## config.mk

```make
export PLATFORM = sky130hd
export DESIGN_NAME = repl_bank_ram
export DESIGN_NICKNAME = d
export VERILOG_FILES = /design/src/rtl/rbr_pkg.sv /design/src/rtl/rbr_bank.sv /design/src/rtl/rbr_side_store.sv /design/src/rtl/rbr_read_sel.sv /design/src/rtl/repl_bank_ram.sv
export SDC_FILE = /design/constraint.sdc
export NUM_CORES = 1
export LEC_CHECK = 0
export BUFFER_PORTS_ARGS = -buffer_cell sky130_fd_sc_hd__buf_2
export CAP_MARGIN = 20
export CORE_ASPECT_RATIO = 0.9
export CORE_MARGIN = 3
export CORE_UTILIZATION = 40
export DETAILED_ROUTE_END_ITERATION = 12
export PLACE_DENSITY_LB_ADDON = 0.2
export SKIP_CTS_REPAIR_TIMING = 1
export SLEW_MARGIN = 15
export SYNTH_ARGS = -nofsm -noshare
export SYNTH_HDL_FRONTEND = slang
export SYNTH_SLANG_ARGS = --single-unit
```

## constraint.sdc

```tcl
create_clock -name clk -period 5.1 [get_ports clk]
set_input_delay 0.51 -clock clk [delete_from_list [all_inputs] [get_ports clk]]
set_output_delay 0.51 -clock clk [all_outputs]
set_load 0.02 [all_outputs]
```

## src/rtl/rbr_pkg.sv

```systemverilog
package rbr_pkg;
   typedef enum logic {SIDE_A = 1'b0, SIDE_B = 1'b1} side_e;

   // Equal ownership bits mean writer A stored last.
   function automatic side_e pick_side(input logic bit_a, input logic bit_b);
      return (bit_a == bit_b) ? SIDE_A : SIDE_B;
   endfunction
endpackage

```

## src/rtl/rbr_bank.sv

```systemverilog
module rbr_bank #(
   parameter int DEPTH  = 16,
   parameter int DATA_W = 8,
   localparam int ADDR_W = $clog2(DEPTH)
) (
   input  logic              clk,
   input  logic              rst_n,
   input  logic              wr_en,
   input  logic [ADDR_W-1:0] wr_addr,
   input  logic [DATA_W-1:0] wr_data,
   input  logic [ADDR_W-1:0] rd_addr,
   output logic [DATA_W-1:0] rd_data
);
   logic [DATA_W-1:0] mem [DEPTH];

   always_ff @(posedge clk) begin
      if (!rst_n) begin
         for (int i = 0; i < DEPTH; i++) mem[i] <= '0;
         rd_data <= '0;
      end else begin
         rd_data <= mem[rd_addr];
         if (wr_en) mem[wr_addr] <= wr_data;
      end
   end
endmodule

```

## src/rtl/rbr_side_store.sv

```systemverilog
module rbr_side_store #(
   parameter int DEPTH  = 16,
   parameter bit INVERT = 1'b0,
   localparam int ADDR_W = $clog2(DEPTH)
) (
   input  logic              clk,
   input  logic              rst_n,
   input  logic              wr_en,
   input  logic [ADDR_W-1:0] wr_addr,
   input  logic              peer_bit,
   input  logic [ADDR_W-1:0] peek_addr,
   output logic              peek_bit,
   input  logic [ADDR_W-1:0] rc_addr,
   input  logic [ADDR_W-1:0] rd_addr,
   output logic              rc_bit,
   output logic              rd_bit
);
   logic mem [DEPTH];
   logic new_bit;

   // Unregistered lookup for the other writer.
   assign peek_bit = mem[peek_addr];

   generate
      if (INVERT) begin : g_inv
         assign new_bit = ~peer_bit;
      end else begin : g_copy
         assign new_bit = peer_bit;
      end
   endgenerate

   always_ff @(posedge clk) begin
      if (!rst_n) begin
         for (int i = 0; i < DEPTH; i++) mem[i] <= 1'b0;
         rc_bit <= 1'b0;
         rd_bit <= 1'b0;
      end else begin
         rc_bit <= mem[rc_addr];
         rd_bit <= mem[rd_addr];
         if (wr_en) mem[wr_addr] <= new_bit;
      end
   end
endmodule

```

## src/rtl/rbr_read_sel.sv

```systemverilog
module rbr_read_sel
   import rbr_pkg::*;
#(
   parameter int DATA_W = 8
) (
   input  logic [DATA_W-1:0] word_a,
   input  logic [DATA_W-1:0] word_b,
   input  logic              bit_a,
   input  logic              bit_b,
   output logic [DATA_W-1:0] sel_data
);
   always_comb begin
      if (pick_side(bit_a, bit_b) == SIDE_A) sel_data = word_a;
      else                                   sel_data = word_b;
   end
endmodule

```

## src/rtl/repl_bank_ram.sv

```systemverilog
module repl_bank_ram #(
   parameter int DEPTH  = 16,
   parameter int DATA_W = 8,
   localparam int ADDR_W = $clog2(DEPTH)
) (
   input  logic              clk,
   input  logic              rst_n,
   input  logic              wa_en,
   input  logic [ADDR_W-1:0] wa_addr,
   input  logic [DATA_W-1:0] wa_data,
   input  logic              wb_en,
   input  logic [ADDR_W-1:0] wb_addr,
   input  logic [DATA_W-1:0] wb_data,
   input  logic [ADDR_W-1:0] rc_addr,
   output logic [DATA_W-1:0] rc_data,
   input  logic [ADDR_W-1:0] rd_addr,
   output logic [DATA_W-1:0] rd_data
);
   localparam int NWR = 2;
   localparam int NRD = 2;

   generate
      if (DEPTH < 2) begin : g_bad_depth
         $error("repl_bank_ram: DEPTH must be at least 2");
      end
      if (DATA_W < 1) begin : g_bad_width
         $error("repl_bank_ram: DATA_W must be at least 1");
      end
   endgenerate

   logic              wr_en_v   [NWR];
   logic [ADDR_W-1:0] wr_addr_v [NWR];
   logic [DATA_W-1:0] wr_data_v [NWR];
   logic [ADDR_W-1:0] rd_addr_v [NRD];
   logic [DATA_W-1:0] bank_q    [NWR][NRD];
   logic              side_q    [NWR][NRD];
   logic              peek_v    [NWR];
   logic [DATA_W-1:0] out_q     [NRD];

   assign wr_en_v[0]   = wa_en;
   assign wr_en_v[1]   = wb_en;
   assign wr_addr_v[0] = wa_addr;
   assign wr_addr_v[1] = wb_addr;
   assign wr_data_v[0] = wa_data;
   assign wr_data_v[1] = wb_data;
   assign rd_addr_v[0] = rc_addr;
   assign rd_addr_v[1] = rd_addr;

   generate
      for (genvar w = 0; w < NWR; w++) begin : g_wr
         for (genvar r = 0; r < NRD; r++) begin : g_rd
            rbr_bank #(.DEPTH(DEPTH), .DATA_W(DATA_W)) u_bank (
               .clk     (clk),
               .rst_n   (rst_n),
               .wr_en   (wr_en_v[w]),
               .wr_addr (wr_addr_v[w]),
               .wr_data (wr_data_v[w]),
               .rd_addr (rd_addr_v[r]),
               .rd_data (bank_q[w][r])
            );
         end

         // Writer B keeps the inverse of A's bit; A copies B's bit.
         rbr_side_store #(.DEPTH(DEPTH), .INVERT(w == 1)) u_side (
            .clk       (clk),
            .rst_n     (rst_n),
            .wr_en     (wr_en_v[w]),
            .wr_addr   (wr_addr_v[w]),
            .peer_bit  (peek_v[NWR-1-w]),
            .peek_addr (wr_addr_v[NWR-1-w]),
            .peek_bit  (peek_v[w]),
            .rc_addr   (rd_addr_v[0]),
            .rd_addr   (rd_addr_v[1]),
            .rc_bit    (side_q[w][0]),
            .rd_bit    (side_q[w][1])
         );
      end

      for (genvar r = 0; r < NRD; r++) begin : g_sel
         rbr_read_sel #(.DATA_W(DATA_W)) u_sel (
            .word_a   (bank_q[0][r]),
            .word_b   (bank_q[1][r]),
            .bit_a    (side_q[0][r]),
            .bit_b    (side_q[1][r]),
            .sel_data (out_q[r])
         );
      end
   endgenerate

   assign rc_data = out_q[0];
   assign rd_data = out_q[1];
endmodule

```

==> run_results.csv, run 1 <==
group,metric,value,unit
detailed_routing,drt_iter0_drc,1388,
placement,io_buffer_count,51,
detailed_routing,wirelength,52.8,mm
detailed_routing,top_layer_used,"met4",
timing,slew_headroom,0.307,
global_route,grt_start_max_net_pins,52,
power,p_sw_frac,0.253,
clock_tree,clkSinkCount,324,
global_route,grt_first_pass_wirelength,77.2,mm
timing,totalNegativeSetupSlack,0,ns
timing,grt_setup_unrepaired,"no",
cells_and_area,nNetsFinal,1303,
worst_setup_path,crit_path_cell_trace,"xnor2_1, mux2_2, buf_2",
worst_setup_path,startpoint,"g_wr[1].u_side.rd_bit",
clock_tree,ctsLongestPathBuffers,3,
worst_setup_path,worstPathRequired,4.59,ns
worst_setup_path,critPathSlowestCell,"xnor2_1",
worst_setup_path,crit_type,"flip-flop to output port",
placement,detailed_place_hpwl,36.4,mm
timing,skew,0.0124,ns
clock_tree,clk_latency,0.55,ns
timing,post-route-min-period,2.73,ns
synth,ys.warnings.count,0,
clock_tree,cts_tree,"yes",
synth,synth_cell_types,39,
die,start_util,0.410,
cells_and_area,fillers,3583,
synth,synth_most_common_cell,"and2_1",
synth,ys_ff_latch,324,
power,power_density,346,nW/um2
die,fp.dieW,222,um
synth,synth.top_cells.by_area,"edfxtp_1 (46%), mux4_2 (15%), and2_1 (9.6%), dfxtp_1 (8.1%), mux2i_1 (7.7%)",
detailed_routing,via_count,10900,
worst_setup_path,cp-start-kind,"flip-flop",
power,cell_internal_pwr,4870,uW
worst_setup_path,reg2reg_from,"g_wr[1].g_rd[1].u_bank.mem[7][2]",
worst_setup_path,critical_path.top_delay_family,"XOR/XNOR gates",
power,power_frac_clock,0.413,
worst_setup_path,max_stage_delay,0.74,ns
placement,numPlacedInstances,1763,
min_path,hold_start,"rc_addr[3]",
global_route,grt_antenna_before_repair,1,
cells_and_area,layout.cells.non_filler,1838,
global_route,grt.total_usage,0.237,
placement,gp_congestion,0.877,
die,die_y,201,um
timing,report.final.hold_viol_count,0,
detailed_routing,routed-wl-met3,5.12,mm
clock_tree,htreeDepth,2,
clock_tree,numCtsBuffers,38,
detailed_routing,vias_per_cell,5.93,
synth,async_flop_share,0,
global_route,grt-ovfl-total,0,
timing,drv_slew,0,
synth,synth-edff-count,256,
worst_setup_path,worstPathArrival,2.22,ns
cells_and_area,area_growth,11.8,%
power,p_switching,1650,uW
synth,syn_area,16800,um2
synth,synth_top_area_share,0.456,
timing,finalSetupViolCount,0,
detailed_routing,wl_met1,24.3,mm
die,die-area,44600,um2
detailed_routing,first_pass_iters,5,
detailed_routing,post-route-drc-count,0,
power,power_frac_comb,0.114,
worst_setup_path,path_max_fanout,8,
detailed_routing,wl_per_cell,28.7,um
synth,synth_commonest_cells,"and2_1 (258), edfxtp_1 (256), mux2i_1 (130), mux4_2 (110), nand2_1 (90)",
cells_and_area,final_layout_size_suffix_gt1_frac,0.225,
clock_tree,path_clk_slew,0.06,ns
clock_tree,cts_root_buf,"clkbuf_16",
timing,worst_pin_slew,1.03,ns
die,coreArea,41100,um2
detailed_routing,wl_met2,22.5,mm
die,core.rowCount,70,
synth,ys.flop_type,"edfxtp_1",
synth,syn_inst,1223,
flow_run,maxCapViolCount,0,
synth,ys_seq_area_frac,0.537,
timing,max_freq,366,MHz
power,seq_power_share,0.474,
die,io_pins,52,
synth,avgSynthCellArea,13.8,um2
power,leakagePower,0.00675,uW
power,vdd_drop_max,0.174,mV
worst_setup_path,critPathBufInv,1,
synth,yosysTopAreaCell,"edfxtp_1",
outcome,outcome,"finished, final reports clean",
detailed_routing,ant_nets,0,
min_path,hold_class,"input port to flip-flop",
global_route,grt_pass1_vias,10700,
worst_setup_path,worst_setup_path_end_kind,"output port",
timing,post-route-period-util,0.536,
synth,synth_nets,1259,
==> flip-flops by register name, indices dropped and copies added (netlist names) <==
| name | flops |
|---|---|
| g_wr.u_side.rc_bit | 2 |
| g_wr.u_side.mem | 32 |
| g_wr.g_rd.u_bank.rd_data | 32 |
| g_wr.g_rd.u_bank.mem | 256 |
| g_wr.u_side.rd_bit | 2 |
==> logic make-up after synthesis <==
group | count (synthesis) | share of synthesized area
multiplexers | 261 | 0.242
AND/OR/NAND/NOR | 418 | 0.140
buffers and inverters | 91 | 0.0313
flip-flops | 324 | 0.537
XOR/XNOR | 2 | 0.00104
AO/OA/AOI/OAI | 127 | 0.0487
==> path summary, 6_finish.rpt <==
path                                             to  slack [ns]  cells after the start
hold / removal    g_wr[0].g_rd[0].u_bank.rd_data[0]        0.40                      3
setup reg to reg  g_wr[1].g_rd[1].u_bank.rd_data[2]        3.42                      3
setup / recovery                         rd_data[7]        2.37                      3
hold reg to reg               g_wr[1].u_side.mem[5]        0.50                      2
==> power groups by stage <==
stage | logic [uW] | clock network [uW] | registers (uW)
floorplan | 473 | 0 | 3100
global placement | 725 | 0 | 3140
detailed placement | 727 | 0 | 3150
CTS | 729 | 2740 | 3090
global route | 780 | 2840 | 3110
finish | 741 | 2690 | 3090
==> worst reg2reg max path: cells and delay by family (launching register included) <==
family	cells	cell delay, ns
flip-flops	1	0.38
AO/OA/AOI/OAI	1	0.16
multiplexers	2	1.02
==> layout make-up <==
cell class,count,area (um2),area share
inverter,1,3.75,0.000199
timing repair buffer,94,616,0.0327
clock buffer,48,1030,0.0546
sequential,324,9050,0.480
tap,540,676,0.0359
multi-input combinational,808,7290,0.387
antenna,2,5.00,0.000266
clock inverter,21,180,0.00956
==> layer usage <==
layer | global-route usage | vias to the layer above
li1 | - | 4732
met1 | 0.364 | 5622
met2 | 0.334 | 491
met3 | 0.0620 | 52
met4 | 0.0563 | 0
met5 | 0 | -
==> metrics by stage <==
| step | area (um2) | power [uW] | setup slack [ns] | util | hold WS [ns] |
|---|---|---|---|---|---|
| finish | 18800 | 6520 | 2.37 | 0.459 | 0.398 |
| global route | 18800 | 6730 | 2.29 | 0.459 | 0.439 |
| CTS | 18800 | 6560 | 2.16 | 0.458 | 0.365 |
| detailed placement | 17600 | 3870 | 2.09 | 0.428 | 0.489 |
| global placement | 17600 | 3870 | 1.96 | 0.428 | 0.482 |
| floorplan | 16800 | 3570 | 2.87 | - | 0.460 |
==> cell usage in the layout (no fill, tap or decap), types with 38 or more instances in the layout <==
| master | instances |
|---|---|
| clkbuf_16 | 39 |
| edfxtp_1 | 256 |
| nand2_1 | 90 |
| buf_2 | 50 |
| mux4_2 | 110 |
| o21ai_0 | 40 |
| mux2i_1 | 130 |
| dfxtp_1 | 68 |
| and2_1 | 257 |
| buf_4 | 38 |
Power figures use the tool's default switching activity.
==> run 2: changes to the inputs <==
--- a/config.mk
+++ b/config.mk
@@ -5,6 +5,7 @@
 export SDC_FILE = /design/constraint.sdc
 export NUM_CORES = 1
 export LEC_CHECK = 0
+export ABC_AREA = 1
 export BUFFER_PORTS_ARGS = -buffer_cell sky130_fd_sc_hd__buf_2
 export CAP_MARGIN = 20
 export CORE_ASPECT_RATIO = 0.9
==> constraint.sdc (replaced) <==
create_clock -name clk -period 2.6 [get_ports clk]
set_input_delay 0.26 -clock clk [delete_from_list [all_inputs] [get_ports clk]]
set_output_delay 0.26 -clock clk [all_outputs]
set_load 0.02 [all_outputs]
==> run_results.csv, run 2 <==
group,metric,value,unit
outcome,outcome,"finished, final reports clean",
global_route,grt-ovfl-total,0,
synth,synthSimpleGateAreaFrac,0.256,
cells_and_area,largest_register_ffs,256,
worst_setup_path,reg2reg_from,"g_wr[0].u_side.mem[10]",
synth,synth_commonest_cells,"nand2_1 (477), nor2_1 (371), nand3_1 (262), edfxtp_1 (256), o211ai_1 (205)",
cells_and_area,fin_area,19500,um2
synth,syn_area,17800,um2
synth,synth.top_cells.by_area,"edfxtp_1 (43%), nand2_1 (10%), o211ai_1 (8.6%), nor2_1 (7.8%), dfxtp_1 (7.6%)",
global_route,grt.total_usage,0.251,
power,vdd_drop_max,0.423,mV
die,io_pins,52,
synth,synth_top_area_share,0.431,
worst_setup_path,worstPathRequired,2.34,ns
die,die_y,206,um
clock_tree,cts_root_buf,"clkbuf_16",
synth,ys.flop_type,"edfxtp_1",
cells_and_area,largest-register,"g_wr.g_rd.u_bank.mem",
detailed_routing,first_pass_iters,8,
synth,ys_seq_area_frac,0.507,
timing,drv_slew,0,
synth,synth-compound-area-share,0.122,
synth,avgSynthCellArea,8.21,um2
synth,ys.warnings.count,0,
synth,async_flop_share,0,
detailed_routing,ant_nets,0,
flow_run,maxCapViolCount,0,
cells_and_area,mostFrequentLayoutCells,"nand2_1 (477), nor2_1 (371), nand3_1 (262)",
power,leakagePower,0.00812,uW
cells_and_area,area_growth,9.15,%
timing,post-route-period-util,0.950,
die,start_util,0.410,
cells_and_area,layout_commonest_cell,"nand2_1",
synth,syn_inst,2173,
die,fp.dieW,229,um
detailed_routing,via_count,15700,
placement,postPlaceCellArea,18300,um2
synth,synth_xor_area_frac,0.00182,
clock_tree,htreeDepth,2,
synth,ys_ff_latch,324,
timing,max_freq,405,MHz
synth,synth_top_family_by_area,"simple AND/OR/NAND/NOR gates",
timing,grt_setup_unrepaired,"no",
clock_tree,cts_tree,"yes",
clock_tree,ctsLongestPathBuffers,3,
worst_setup_path,ff2ff_path_depth,9,
synth,yosysTopAreaCell,"edfxtp_1",
clock_tree,clk_latency,0.54,ns
timing,totalNegativeSetupSlack,0,ns
worst_setup_path,path_max_fanout,5,
detailed_routing,wl_per_cell,21.5,um
worst_setup_path,reg2reg_slack,1.19,ns
min_path,hold_path_end,"g_wr[1].u_side.mem[4]",
synth,muxShareOfSynthArea,0.0101,
placement,gp_congestion,0.908,
synth,synthAdderAreaFrac,0,
cells_and_area,antennaDiodeCount,0,
synth,synth_most_common_cell,"nand2_1",
power,power,12800,uW
timing,post-route-min-period,2.47,ns
clock_tree,clkSinkCount,324,
power,power_density,658,nW/um2
cells_and_area,nNetsFinal,2196,
detailed_routing,drt_iter0_drc,2048,
timing,timing.hold.ws,0.222,ns
synth,synth_cell_types,24,
global_route,grt_start_max_net_pins,90,
timing,worst_pin_slew,0.947,ns
synth,synth_nets,2209,
clock_tree,numCtsBuffers,37,
die,die-area,47200,um2
die,coreArea,43500,um2
global_route,grt_antenna_before_repair,0,
detailed_routing,vias_per_cell,5.64,
placement,io_buffer_count,51,
min_path,hold_depth,6,
cells_and_area,top_regs,"g_wr.g_rd.u_bank.mem x256, g_wr.g_rd.u_bank.rd_data x32, g_wr.u_side.mem x32",
worst_setup_path,r2r-end,"g_wr[1].u_side.mem[3]",
synth,synth-edff-count,256,
global_route,grt_first_pass_wirelength,90.4,mm
min_path,hold_class,"input port to flip-flop",
worst_setup_path,crit_type,"flip-flop to output port",
detailed_routing,wirelength,59.7,mm
cells_and_area,final_layout_size_suffix_gt1_frac,0.0942,
timing,slew_headroom,0.368,
worst_setup_path,cp-start-kind,"flip-flop",
worst_setup_path,startpoint,"g_wr[1].u_side.rd_bit",
die,core.rowCount,72,
global_route,grt_pass1_vias,14700,
worst_setup_path,worst_setup_path_end_kind,"output port",
clock_tree,path_clk_slew,0.06,ns
timing,skew,0.0117,ns
timing,report.final.hold_viol_count,0,
placement,detailed_place_hpwl,39.9,mm
timing,finalSetupViolCount,0,
worst_setup_path,worstPathArrival,2.21,ns
detailed_routing,post-route-drc-count,0,
min_path,hold_start,"wb_addr[3]",
==> run 2: changes by cell type after synthesis, moves of 31 or more <==
cell	change
a21oi_1	+50
and2_1	-258
inv_1	+195
inv_2	+31
mux2i_1	-130
mux4_2	-110
nand2_1	+387
nand3_1	+254
nor2_1	+348
o211ai_1	+205
==> run 2: cell families after synthesis <==
kind of cell    after synthesis
mux                          16
buf+inv                     383
compound gates              330
flops                       324
xor+xnor                      2
simple gates               1118
==> run 2: worst max-delay path by stage <==
stage          cells after the start                                 to  slack, ns
5_1_grt                            4                         rd_data[5]       0.14
3_5_place_dp                       7  g_wr[0].g_rd[1].u_bank.mem[13][1]       0.60
6_report                           4                         rd_data[5]       0.13
4_1_cts                            4                         rd_data[5]       0.18
3_3_place_gp                       3   g_wr[1].g_rd[1].u_bank.mem[8][0]       0.63
2_1_floorplan                      6  g_wr[0].g_rd[1].u_bank.mem[13][0]       1.18
==> run 2: metal layers <==
layer	GRT usage	up-vias	share of wire
li1	-	7250	-
met1	0.376	7453	0.44
met3	0.0466	104	0.12
met5	0	-	0
met4	0.0717	0	0.024
met2	0.372	862	0.42
==> run 2: area by class of cell <==
cell class / count / area (um2)
Multi-Input combinational cell: 1466 / 6940
Clock buffer: 44 / 962
Inverter: 232 / 871
Clock inverter: 21 / 196
Fill cell: 4243 / 24000
Timing Repair Buffer: 99 / 711
Tap cell: 592 / 741
Sequential cell: 324 / 9050
==> run 2: stage by stage <==
step,instances,worst slack (ns),utilization
detailed placement,2713,0.596,0.421
finish,2778,0.129,0.448
CTS,2778,0.177,0.448
global route,2778,0.135,0.448
global placement,2713,0.630,0.421
floorplan,2173,1.18,-
==> run 2: critical path, cell delays in order (launching register included) <==
cell     delay [ns]
dfxtp_1        0.34
xnor2_2        0.52
buf_4          0.27
mux2_2         0.37
buf_2          0.17
==> run 2: power by group <==
| part | total [uW] | internal, uW | switching [uW] |
|---|---|---|---|
| clock | 5160 | 3030 | 2140 |
| combinational | 1640 | 463 | 1170 |
| sequential | 6010 | 5870 | 132 |
| total | 12800 | 9360 | 3440 |
